===== src/rtl/pic_cmd_pkg.sv =====
package pic_cmd_pkg;

  localparam int LINES  = 8;
  localparam int LINE_W = $clog2(LINES);
  localparam int BYTE_W = 8;
  localparam logic [BYTE_W-1:0] VEC_KEEP   = 8'hF8;
  localparam logic [BYTE_W-1:0] POLL_NONE  = 8'h07;

  typedef enum logic [1:0] {
    ST_NORMAL = 2'd0,
    ST_BASE   = 2'd1,
    ST_WORD3  = 2'd2,
    ST_WORD4  = 2'd3
  } initState_t;

  // strobes from the control FSM to the datapath
  typedef struct packed {
    logic initStart;
    logic clrModes;
    logic baseLoad;
    logic word4Load;
    logic maskLoad;
    logic selWe;
    logic smWe;
    logic rotAutoWe;
    logic eoiHigh;
    logic rotFromHigh;
    logic eoiLine;
    logic rotFromData;
    logic pollRead;
    logic regRead;
  } cmdStrobe_t;

  function automatic logic [LINES-1:0] lineOneHot(input logic [LINE_W-1:0] line);
    return LINES'(1) << line;
  endfunction

endpackage


===== src/rtl/pic_prio_find.sv =====
module pic_prio_find
  import pic_cmd_pkg::*;
(
  input  logic [LINES-1:0]  vec,
  input  logic [LINE_W-1:0] base,
  output logic              hit,
  output logic [LINE_W-1:0] line
);

  logic [LINE_W-1:0] idx;

  // first set bit when walking upward from base, wrapping modulo LINES
  always_comb begin
    hit  = 1'b0;
    line = '0;
    idx  = '0;
    for (int i = 0; i < LINES; i++) begin
      idx = base + LINE_W'(i);
      if (!hit && vec[idx]) begin
        hit  = 1'b1;
        line = idx;
      end
    end
  end

endmodule


===== src/rtl/pic_cmd_ctrl.sv =====
module pic_cmd_ctrl
  import pic_cmd_pkg::*;
(
  input  logic              clk,
  input  logic              rstN,
  input  logic              addr,
  input  logic [BYTE_W-1:0] wrData,
  input  logic              wrEn,
  input  logic              rdEn,
  output cmdStrobe_t        stb,
  output logic              initBusy
);

  initState_t state, nextState;
  logic       needWord4;
  logic       pollArmed;
  logic       armPoll;

  always_comb begin
    stb       = '0;
    nextState = state;
    armPoll   = 1'b0;
    if (wrEn) begin
      if (!addr) begin
        if (wrData[4]) begin
          stb.initStart = 1'b1;
          stb.clrModes  = !wrData[0];
          nextState     = ST_BASE;
        end else if (wrData[3]) begin
          stb.selWe = wrData[1];
          stb.smWe  = wrData[6];
          armPoll   = wrData[2];
        end else begin
          case (wrData[7:5])
            3'd0, 3'd4: stb.rotAutoWe = 1'b1;
            3'd1:       stb.eoiHigh   = 1'b1;
            3'd5: begin
              stb.eoiHigh     = 1'b1;
              stb.rotFromHigh = 1'b1;
            end
            3'd3:       stb.eoiLine   = 1'b1;
            3'd6:       stb.rotFromData = 1'b1;
            3'd7: begin
              stb.eoiLine     = 1'b1;
              stb.rotFromData = 1'b1;
            end
            default: ;
          endcase
        end
      end else begin
        case (state)
          ST_NORMAL: stb.maskLoad = 1'b1;
          ST_BASE: begin
            stb.baseLoad = 1'b1;
            nextState    = ST_WORD3;
          end
          ST_WORD3: nextState = needWord4 ? ST_WORD4 : ST_NORMAL;
          ST_WORD4: begin
            stb.word4Load = 1'b1;
            nextState     = ST_NORMAL;
          end
          default: nextState = ST_NORMAL;
        endcase
      end
    end
    if (rdEn) begin
      stb.pollRead = pollArmed;
      stb.regRead  = !pollArmed;
    end
  end

  always_ff @(posedge clk) begin
    if (!rstN) begin
      state     <= ST_NORMAL;
      needWord4 <= 1'b0;
      pollArmed <= 1'b0;
    end else begin
      state     <= nextState;
      if (stb.initStart) needWord4 <= wrData[0];
      pollArmed <= (pollArmed && !rdEn) || armPoll;
    end
  end

  assign initBusy = (state != ST_NORMAL);

endmodule


===== src/rtl/pic_cmd_dpath.sv =====
module pic_cmd_dpath
  import pic_cmd_pkg::*;
#(
  parameter logic [BYTE_W-1:0] TRIG_KEEP = 8'hF8
)(
  input  logic              clk,
  input  logic              rstN,
  input  cmdStrobe_t        stb,
  input  logic              addr,
  input  logic [BYTE_W-1:0] wrData,
  input  logic              trigWrEn,
  input  logic [LINES-1:0]  irrIn,
  input  logic [LINES-1:0]  isrIn,
  input  logic              grantValid,
  input  logic [LINE_W-1:0] grantLine,
  output logic [BYTE_W-1:0] rdData,
  output logic [LINES-1:0]  maskReg,
  output logic [BYTE_W-1:0] vecBase,
  output logic [LINE_W-1:0] rotBase,
  output logic              nestedMode,
  output logic              autoEoi,
  output logic              rotateAutoEoi,
  output logic              specialMask,
  output logic [LINES-1:0]  levelMode,
  output logic [LINES-1:0]  isrClr,
  output logic [LINES-1:0]  irrClr,
  output logic              initPulse
);

  logic              readIsr;
  logic              highHit;
  logic [LINE_W-1:0] highLine;
  logic [LINE_W-1:0] dataLine;

  assign dataLine = wrData[LINE_W-1:0];

  pic_prio_find u_find (
    .vec  (isrIn),
    .base (rotBase),
    .hit  (highHit),
    .line (highLine)
  );

  always_ff @(posedge clk) begin
    if (!rstN) begin
      rdData        <= '0;
      maskReg       <= '0;
      vecBase       <= '0;
      rotBase       <= '0;
      nestedMode    <= 1'b0;
      autoEoi       <= 1'b0;
      rotateAutoEoi <= 1'b0;
      specialMask   <= 1'b0;
      readIsr       <= 1'b0;
      levelMode     <= '0;
      isrClr        <= '0;
      irrClr        <= '0;
      initPulse     <= 1'b0;
    end else begin
      isrClr    <= '0;
      irrClr    <= '0;
      initPulse <= 1'b0;

      if (stb.initStart) begin
        maskReg     <= '0;
        rotBase     <= '0;
        specialMask <= 1'b0;
        readIsr     <= 1'b0;
        irrClr      <= ~levelMode;
        initPulse   <= 1'b1;
        if (stb.clrModes) begin
          nestedMode <= 1'b0;
          autoEoi    <= 1'b0;
        end
      end

      if (stb.baseLoad)  vecBase <= wrData & VEC_KEEP;
      if (stb.word4Load) begin
        nestedMode <= wrData[4];
        autoEoi    <= wrData[1];
      end
      if (stb.maskLoad)  maskReg <= wrData;

      if (stb.selWe)     readIsr       <= wrData[0];
      if (stb.smWe)      specialMask   <= wrData[5];
      if (stb.rotAutoWe) rotateAutoEoi <= wrData[7];

      if (stb.eoiHigh && highHit) begin
        isrClr <= lineOneHot(highLine);
        if (stb.rotFromHigh) rotBase <= highLine + LINE_W'(1);
      end
      if (stb.eoiLine)     isrClr  <= lineOneHot(dataLine);
      if (stb.rotFromData) rotBase <= dataLine + LINE_W'(1);

      if (stb.pollRead) begin
        if (grantValid) begin
          rdData <= {1'b1, {(BYTE_W-1-LINE_W){1'b0}}, grantLine};
          isrClr <= lineOneHot(grantLine);
          irrClr <= lineOneHot(grantLine);
        end else begin
          rdData <= POLL_NONE;
        end
      end else if (stb.regRead) begin
        rdData <= addr ? maskReg : (readIsr ? isrIn : irrIn);
      end

      if (trigWrEn) levelMode <= wrData & TRIG_KEEP;
    end
  end

endmodule


===== src/rtl/pic_cmd_decoder.sv =====
module pic_cmd_decoder
  import pic_cmd_pkg::*;
#(
  parameter bit IS_MASTER = 1'b1
)(
  input  logic              clk,
  input  logic              rstN,
  input  logic              addr,
  input  logic [BYTE_W-1:0] wrData,
  input  logic              wrEn,
  input  logic              rdEn,
  input  logic              trigWrEn,
  input  logic [LINES-1:0]  irrIn,
  input  logic [LINES-1:0]  isrIn,
  input  logic              grantValid,
  input  logic [LINE_W-1:0] grantLine,
  output logic [BYTE_W-1:0] rdData,
  output logic [LINES-1:0]  maskReg,
  output logic [BYTE_W-1:0] vecBase,
  output logic [LINE_W-1:0] rotBase,
  output logic              nestedMode,
  output logic              autoEoi,
  output logic              rotateAutoEoi,
  output logic              specialMask,
  output logic [LINES-1:0]  levelMode,
  output logic [LINES-1:0]  isrClr,
  output logic [LINES-1:0]  irrClr,
  output logic              initPulse,
  output logic              initBusy
);

  // writable trigger-mode bits differ between the two controller roles
  localparam logic [BYTE_W-1:0] TRIG_KEEP = IS_MASTER ? 8'hF8 : 8'hDE;

  cmdStrobe_t stb;

  pic_cmd_ctrl u_ctrl (
    .clk      (clk),
    .rstN     (rstN),
    .addr     (addr),
    .wrData   (wrData),
    .wrEn     (wrEn),
    .rdEn     (rdEn),
    .stb      (stb),
    .initBusy (initBusy)
  );

  pic_cmd_dpath #(.TRIG_KEEP(TRIG_KEEP)) u_dpath (
    .clk           (clk),
    .rstN          (rstN),
    .stb           (stb),
    .addr          (addr),
    .wrData        (wrData),
    .trigWrEn      (trigWrEn),
    .irrIn         (irrIn),
    .isrIn         (isrIn),
    .grantValid    (grantValid),
    .grantLine     (grantLine),
    .rdData        (rdData),
    .maskReg       (maskReg),
    .vecBase       (vecBase),
    .rotBase       (rotBase),
    .nestedMode    (nestedMode),
    .autoEoi       (autoEoi),
    .rotateAutoEoi (rotateAutoEoi),
    .specialMask   (specialMask),
    .levelMode     (levelMode),
    .isrClr        (isrClr),
    .irrClr        (irrClr),
    .initPulse     (initPulse)
  );

endmodule


===== config.mk =====
export PLATFORM = sky130hd
export DESIGN_NAME = pic_cmd_decoder
export DESIGN_NICKNAME = d
export VERILOG_FILES = /design/src/rtl/pic_cmd_pkg.sv /design/src/rtl/pic_prio_find.sv /design/src/rtl/pic_cmd_ctrl.sv /design/src/rtl/pic_cmd_dpath.sv /design/src/rtl/pic_cmd_decoder.sv
export SDC_FILE = /design/constraint.sdc
export NUM_CORES = 1
export LEC_CHECK = 0
export ABC_AREA = 1
export BUFFER_PORTS_ARGS = -buffer_cell sky130_fd_sc_hd__buf_4
export CORE_MARGIN = 2
export CORE_UTILIZATION = 35
export CTS_BUF_LIST = sky130_fd_sc_hd__clkbuf_4 sky130_fd_sc_hd__clkbuf_8
export DETAILED_ROUTE_END_ITERATION = 16
export HOLD_SLACK_MARGIN = 0.06
export SYNTH_ARGS = -nofsm -noshare
export SYNTH_HDL_FRONTEND = slang
export SYNTH_SLANG_ARGS = --single-unit

===== constraint.sdc =====
create_clock -name clk -period 4.2 [get_ports clk]
set_clock_uncertainty 0.05 [all_clocks]
set_input_delay 0.63 -clock clk [delete_from_list [all_inputs] [get_ports clk]]
set_output_delay 0.63 -clock clk [all_outputs]
set_load 0.05 [all_outputs]

==> qor.yml, run 1 <==
cts_resized: 0
synth_cell_type_count: 36
start_kind: "flop"
power_mw: 1.24
cts_made_buffers: 5
vias: 3413
dpl.hpwl_um: 8000
switchingPower_mw: 0.420
cp-end-kind: "flop"
fmax_ghz: 0.287
cpPeakStageDelay_ns: 0.42
fin_crit_ns: 3.48
grt_pass1_wl_um: 16300
post_cts_buffers: 0
ctsHoldBuffers: 0
fill_cells: 1038
clock-root-buffer: "clkbuf_8"
htree_num_levels: 2
grt_remaining_overflow: 0
p_int_mw: 0.820
gp_congestion: 0.812
drt_iter0_markers: 176
syn_to_final_growth_pct: 24.5
io_buffer_count: 84
crit_type: "reg2reg"
grt_pass1_vias: 3255
ys_seq_area_share_pct: 32.2
tightest_slew_ns: 0.829
ys_ff_latch: 55
maxSlewViolCount: 0
ys_warn_count: 0
power_leakage_nw: 2.08
switching_share_pct: 33.9
core-area_mm2: 0.00964
rows: 36
die_w_um: 103
cp_common_cell: "ha_1"
numClockSinks: 55
worst_slew_margin_rel_pct: 44.3
required_ns: 4.32
clk_latency_ns: 0.32
drcViolationCount: 0
power_frac_comb_pct: 24.8
die_area_mm2: 0.0106
diodes: 0
antenna_left: 0
syn_inst: 493
critPathSlowestCell: "ha_1"
via_per_inst: 4.83
crit_start: "u_dpath.rotBase[1]"
grt_max_degree: 24
reg2reg_from: "u_dpath.rotBase[1]"
tritoncts: "yes"
grt.total_usage_pct: 19.4
setup_violations: 0
worstHoldStart: "u_dpath.rdData[4]"
wl_per_cell_um: 14.0
firstDrtPassIters: 4
post_synth.cell_area_avg_um2: 6.93
crit_path_max_fanout: 9
clockPowerShare_pct: 30.4
grt_antenna_before_repair: 0
clk_pin_slew_worst_paths_ns: 0.12
routed_wl_um: 9880
fin_tns_setup_ns: 0
cap_violations: 0
cts_max_path_buffers: 2
powerDensity_mw_per_mm2: 292
power_frac_seq_pct: 44.7
io_pins: 91
period_share_pct: 82.9
final_hold_viol_count: 0
arrival_ns: 3.61
drive_gt1_share_pct: 24.3
hp-class: "reg2reg"
vdd.ir_drop.worst_mv: 0.158
synthesis.area_mm2: 0.00341
rsz0062_at_grt: "no"
start_util_pct: 35.4
critical_path.cell_chain: "buf_4 > clkinv_2 > ha_1 > inv_2 > nand3_1 > nand3_1 > nand2_1 > nor2_4 > nand4_2 > nor2_4 > nand3b_4 > o21ai_0 > inv_1 > ha_1 > ha_1 > o211ai_1 > a21oi_1"
nNetsFinal: 619
status: "finished clean"
die_y_um: 103
[final cells by class]
class	instances	area, µm²	share of cell area [%]
clock buffer	5	68.8	1.62
clock inverter	3	50.0	1.18
inverter	61	238	5.59
multi-input combinational	362	1970	46.4
sequential	55	1100	25.9
tap	133	166	3.91
timing repair buffer	87	653	15.4
[path summary, 6_finish.rpt]
check                        to  slack (ns)  depth (start not counted)
max reg2reg  u_dpath.rotBase[2]        0.72                         17
max          u_dpath.rotBase[2]        0.72                         17
min           u_dpath.rdData[4]        0.43                          2
min reg2reg   u_dpath.rdData[4]        0.43                          2
[cell usage in the layout (no fill, tap or decap), drive strengths merged]
| cell type | instances |
|---|---|
| conb | 6 |
| nand3b | 1 |
| dfxtp | 55 |
| clkbuf | 5 |
| ha | 13 |
| nand4 | 2 |
| buf | 87 |
| inv | 58 |
| or2 | 1 |
| o21ai | 31 |
| o2111ai | 2 |
| a21oi | 41 |
| nand2 | 134 |
| xnor2 | 2 |
| o21bai | 1 |
| xor2 | 2 |
| o211ai | 7 |
| a31oi | 6 |
| nand3 | 65 |
| o22ai | 3 |
| nor3 | 11 |
| nor2 | 34 |
| clkinv | 5 |
| bufinv | 1 |
[sequential cells by signal (all words and copies together) (netlist names)]
register	cells
u_dpath.irrClr	8
u_dpath.isrClr	8
u_dpath.maskReg	8
u_dpath.rdData	8
u_dpath.levelMode	5
u_dpath.vecBase	5
u_dpath.rotBase	3
u_ctrl.state	2
u_ctrl.needWord4	1
u_ctrl.pollArmed	1
u_dpath.autoEoi	1
u_dpath.initPulse	1
u_dpath.nestedMode	1
u_dpath.readIsr	1
u_dpath.rotateAutoEoi	1
u_dpath.specialMask	1
[logic make-up after synthesis]
group | Yosys count | share of synthesized area, %
flip-flops | 55 | 32.2
AO/OA/AOI/OAI | 91 | 14.8
XOR/XNOR | 4 | 2.35
adder cells (fa/ha/maj) | 13 | 4.76
AND/OR/NAND/NOR | 248 | 35.3
buffers and inverters | 81 | 10.5
other | 1 | 0.110
[through the flow]
step | hold WS [ns] | util [%] | std cells | area [µm²] | setup slack [ns]
floorplan | 0.422 | - | 498 | 3430 | 0.723
global placement | 0.403 | 42.9 | 698 | 4130 | 0.811
detailed placement | 0.411 | 42.9 | 698 | 4130 | 0.718
CTS | 0.431 | 44.1 | 706 | 4250 | 0.692
global route | 0.448 | 44.1 | 706 | 4250 | 0.305
finish | 0.433 | 44.1 | 706 | 4250 | 0.719
[worst max-delay path, delay by kind of cell (launching register included)]
kind,cells,cell delay [ns]
buffers and inverters,4,0.58
AOI/OAI and AO/OA,3,0.55
adders and majority gates,3,0.92
DFF,1,0.33
and+or+nand+nor,7,0.89
[cell usage after synthesis (all sizes together)]
cell type	count	area, µm²
xnor2	2	25.0
clkbuf	11	41.3
buf	9	78.8
dfxtp	55	1100
conb	1	3.75
o21ai	31	155
o211ai	7	52.6
o21bai	1	7.51
ha	13	163
xor2	2	55.1
nand4	2	25.0
or2	1	6.26
clkinv	5	27.5
nand3b	1	20.0
o22ai	3	18.8
a21oi	41	209
nand3	65	383
nor3	11	55.1
nor2	34	150
a31oi	6	43.8
nand2	134	566
o2111ai	2	17.5
inv	56	210
[routing by layer]
layer / track usage [%] / part of all wire [%] / up-vias
met5: 0 / 0 / -
met4: 3.85 / 1.8 / 0
met3: 2.78 / 3.1 / 20
met2: 32.2 / 47 / 69
met1: 27.1 / 48 / 1566
li1: - / - / 1758
[power groups by stage]
stage	combinational (mW)	clock [mW]	sequential (mW)
finish	0.308	0.378	0.555
detailed placement	0.308	0	0.566
floorplan	0.159	0	0.620
global route	0.339	0.407	0.557
global placement	0.307	0	0.566
CTS	0.309	0.384	0.555
No activity file was read; power rests on OpenSTA's default activity.
==> run 2: changes to the inputs <==
Clock period 4.2 ns to 3.3 ns, I/O delays scaled along.
==> qor.yml, run 2 (same netlist as run 1, synthesis figures left out) <==
final_common_cell: "nand2_1"  # unchanged
crit_path_max_fanout: 12  # was 9
cts_max_path_buffers: 2  # unchanged
mostFrequentLayoutCells: "nand2_1 (121), buf_4 (89), nand3_1 (55), dfxtp_1 (53), inv_1 (51)"  # was nand2_1 (121), buf_4 (87), nand3_1 (55), dfxtp_1 (55), inv_1 (51)
setup_violations: 0  # unchanged
drcViolationCount: 0  # unchanged
tightest_slew_ns: 0.820  # was 0.829 ns
power_frac_comb_pct: 26.8  # was 24.8%
clk_latency_ns: 0.32  # about the same
final_hold_viol_count: 0  # unchanged
min_path_cells: 2  # unchanged
hp-class: "in2reg"  # was reg2reg
cp.depth: 18  # was 17
fmax_ghz: 0.333  # was 0.287 GHz
io_pins: 91  # unchanged
die_area_mm2: 0.0106  # unchanged
drt_iter0_markers: 140  # was 176
grt_antenna_before_repair: 0  # unchanged
switching_share_pct: 35.1  # was 33.9%
worst_slew_margin_rel_pct: 44.9  # was 44.3%
via_per_inst: 4.94  # was 4.83
grt.total_usage_pct: 19.0  # was 19.4%
cp_common_cell: "a21oi_1"  # was ha_1
powerDensity_mw_per_mm2: 348  # was 292 mW/mm²
arrival_ns: 3.12  # was 3.61 ns
switchingPower_mw: 0.520  # was 0.420 mW
dpl.hpwl_um: 7910  # was 8000 µm
crit_type: "reg2reg"  # unchanged
core-area_mm2: 0.00964  # unchanged
ff2ff_setup_slack_ns: 0.30  # was 0.72 ns
grt_pass1_vias: 3234  # was 3255
period_share_pct: 91.0  # was 82.9%
cts_made_buffers: 5  # unchanged
maxSlewViolCount: 0  # unchanged
gp_congestion: 0.854  # was 0.812
power_leakage_nw: 2.07  # was 2.08 nW
cap_violations: 0  # unchanged
drive_gt1_share_pct: 25.1  # was 24.3%
post_cts_buffers: 0  # unchanged
cp_top_family: "compound AO/OA/AOI/OAI gates"  # was adder cells
power_mw: 1.48  # was 1.24 mW
routed_wl_um: 9920  # was 9880 µm
start_util_pct: 35.4  # unchanged
clock-root-buffer: "clkbuf_8"  # unchanged
grt_remaining_overflow: 0  # unchanged
worst-path-buf-inv: 2  # was 4
critical_path.cell_chain: "buf_4 > ha_2 > xor2_4 > nand3_1 > nand2_1 > nor2_4 > nand3_1 > o211ai_1 > a21oi_1 > o21ai_0 > a21oi_1 > nand2_1 > o21ai_1 > inv_1 > ha_1 > ha_1 > o211ai_1 > a21oi_1"  # was buf_4 > clkinv_2 > ha_1 > inv_2 > nand3_1 > nand3_1 > nand2_1 > nor2_4 > nand4_2 > nor2_4 > nand3b_4 > o21ai_0 > inv_1 > ha_1 > ha_1 > o211ai_1 > a21oi_1
firstDrtPassIters: 4  # unchanged
reg2reg_depth: 18  # was 17
rsz0062_at_grt: "no"  # unchanged
vias: 3496  # was 3413
start_kind: "flop"  # unchanged
r2r_end: "u_dpath.rotBase[2]"  # unchanged
fin_tns_setup_ns: 0  # unchanged
die_y_um: 103  # unchanged
diodes: 0  # unchanged
status: "finished clean"  # unchanged
critPathSlowestCell: "dfxtp_2"  # was ha_1
die_w_um: 103  # unchanged
p_int_mw: 0.961  # was 0.820 mW
io_buffer_count: 84  # unchanged
wl_per_cell_um: 14.0  # about the same
power_frac_seq_pct: 47.6  # was 44.7%
htree_num_levels: 2  # unchanged
syn_to_final_growth_pct: 24.6  # was 24.5%
required_ns: 3.42  # was 4.32 ns
fin_crit_ns: 3.00  # was 3.48 ns
endpoint: "u_dpath.rotBase[2]"  # unchanged
rows: 36  # unchanged
crit_start: "u_dpath.rotBase[0]"  # was u_dpath.rotBase[1]
cpPeakStageDelay_ns: 0.35  # was 0.42 ns
vdd.ir_drop.worst_mv: 0.154  # was 0.158 mV
grt_max_degree: 24  # unchanged
grt_pass1_wl_um: 15800  # was 16300 µm
tritoncts: "yes"  # unchanged
cp-end-kind: "flop"  # unchanged
reg2reg_from: "u_dpath.rotBase[0]"  # was u_dpath.rotBase[1]
clk_pin_slew_worst_paths_ns: 0.11  # was 0.12 ns
clockPowerShare_pct: 25.6  # was 30.4%
numClockSinks: 55  # unchanged
antenna_left: 0  # unchanged
nNetsFinal: 621  # was 619
whs_ns: 0.354  # was 0.433 ns
==> run 2: cell count changes in the layout (fill, tap and decap cells not counted), moves of 2 or more <==
cell,before,now
dfxtp_2,0,2
ha_1,13,11
dfxtp_1,55,53
buf_4,87,89
==> run 2: stage by stage <==
stage / utilization, % / setup WS [ns] / instance area [µm²] / instances
detailed placement: 43.1 / 0.125 / 4150 / 700
CTS: 43.9 / 0.0952 / 4240 / 707
global placement: 43.1 / 0.192 / 4150 / 700
floorplan: - / 0.00716 / 3440 / 498
finish: 44.1 / 0.297 / 4250 / 707
global route: 44.1 / 0.0182 / 4250 / 707
==> run 2: worst min-delay path by stage <==
| stage | to | from | slack [ns] |
|---|---|---|---|
| 6_report | u_dpath.levelMode[7] | trigWrEn | 0.35 |
| 5_1_grt | u_dpath.levelMode[7] | trigWrEn | 0.35 |
| 4_1_cts | u_dpath.levelMode[7] | trigWrEn | 0.35 |
| 3_5_place_dp | u_dpath.rotateAutoEoi | u_dpath.rotateAutoEoi | 0.40 |
| 3_3_place_gp | u_dpath.rotateAutoEoi | u_dpath.rotateAutoEoi | 0.40 |
| 2_1_floorplan | u_ctrl.pollArmed | u_ctrl.pollArmed | 0.42 |
==> run 2: final cells by class <==
cell class                      count  area (µm²)
Multi-Input combinational cell    362        1990
Fill cell                        1047        5390
Sequential cell                    55        1100
Clock inverter                      2        16.3
Inverter                           61         240
Timing Repair Buffer               89         668
Clock buffer                        5        68.8
Tap cell                          133         166
==> run 2: power groups by stage <==
stage	clock, mW	sequential [mW]	combinational [mW]
after detailed placement	0	0.721	0.394
after global routing	0.412	0.709	0.434
after CTS	0.389	0.705	0.395
after global placement	0	0.720	0.393
final	0.378	0.705	0.397
after floorplan	0	0.789	0.203
==> run 2: what timing repair did <==
action	4_1_cts	5_1_grt
hold buffers	0	0
setup endpoints to repair	0	9
resized for setup	0	5
==> run 2: routing by layer <==
layer  track usage [%]  up-vias  share of wire (%)
li1                  -     1765                  -
met1              26.3     1642                 47
met2              31.6       76                 48
met3              2.37       13                3.2
met4              4.55        0                1.4
met5                 0        -                  0
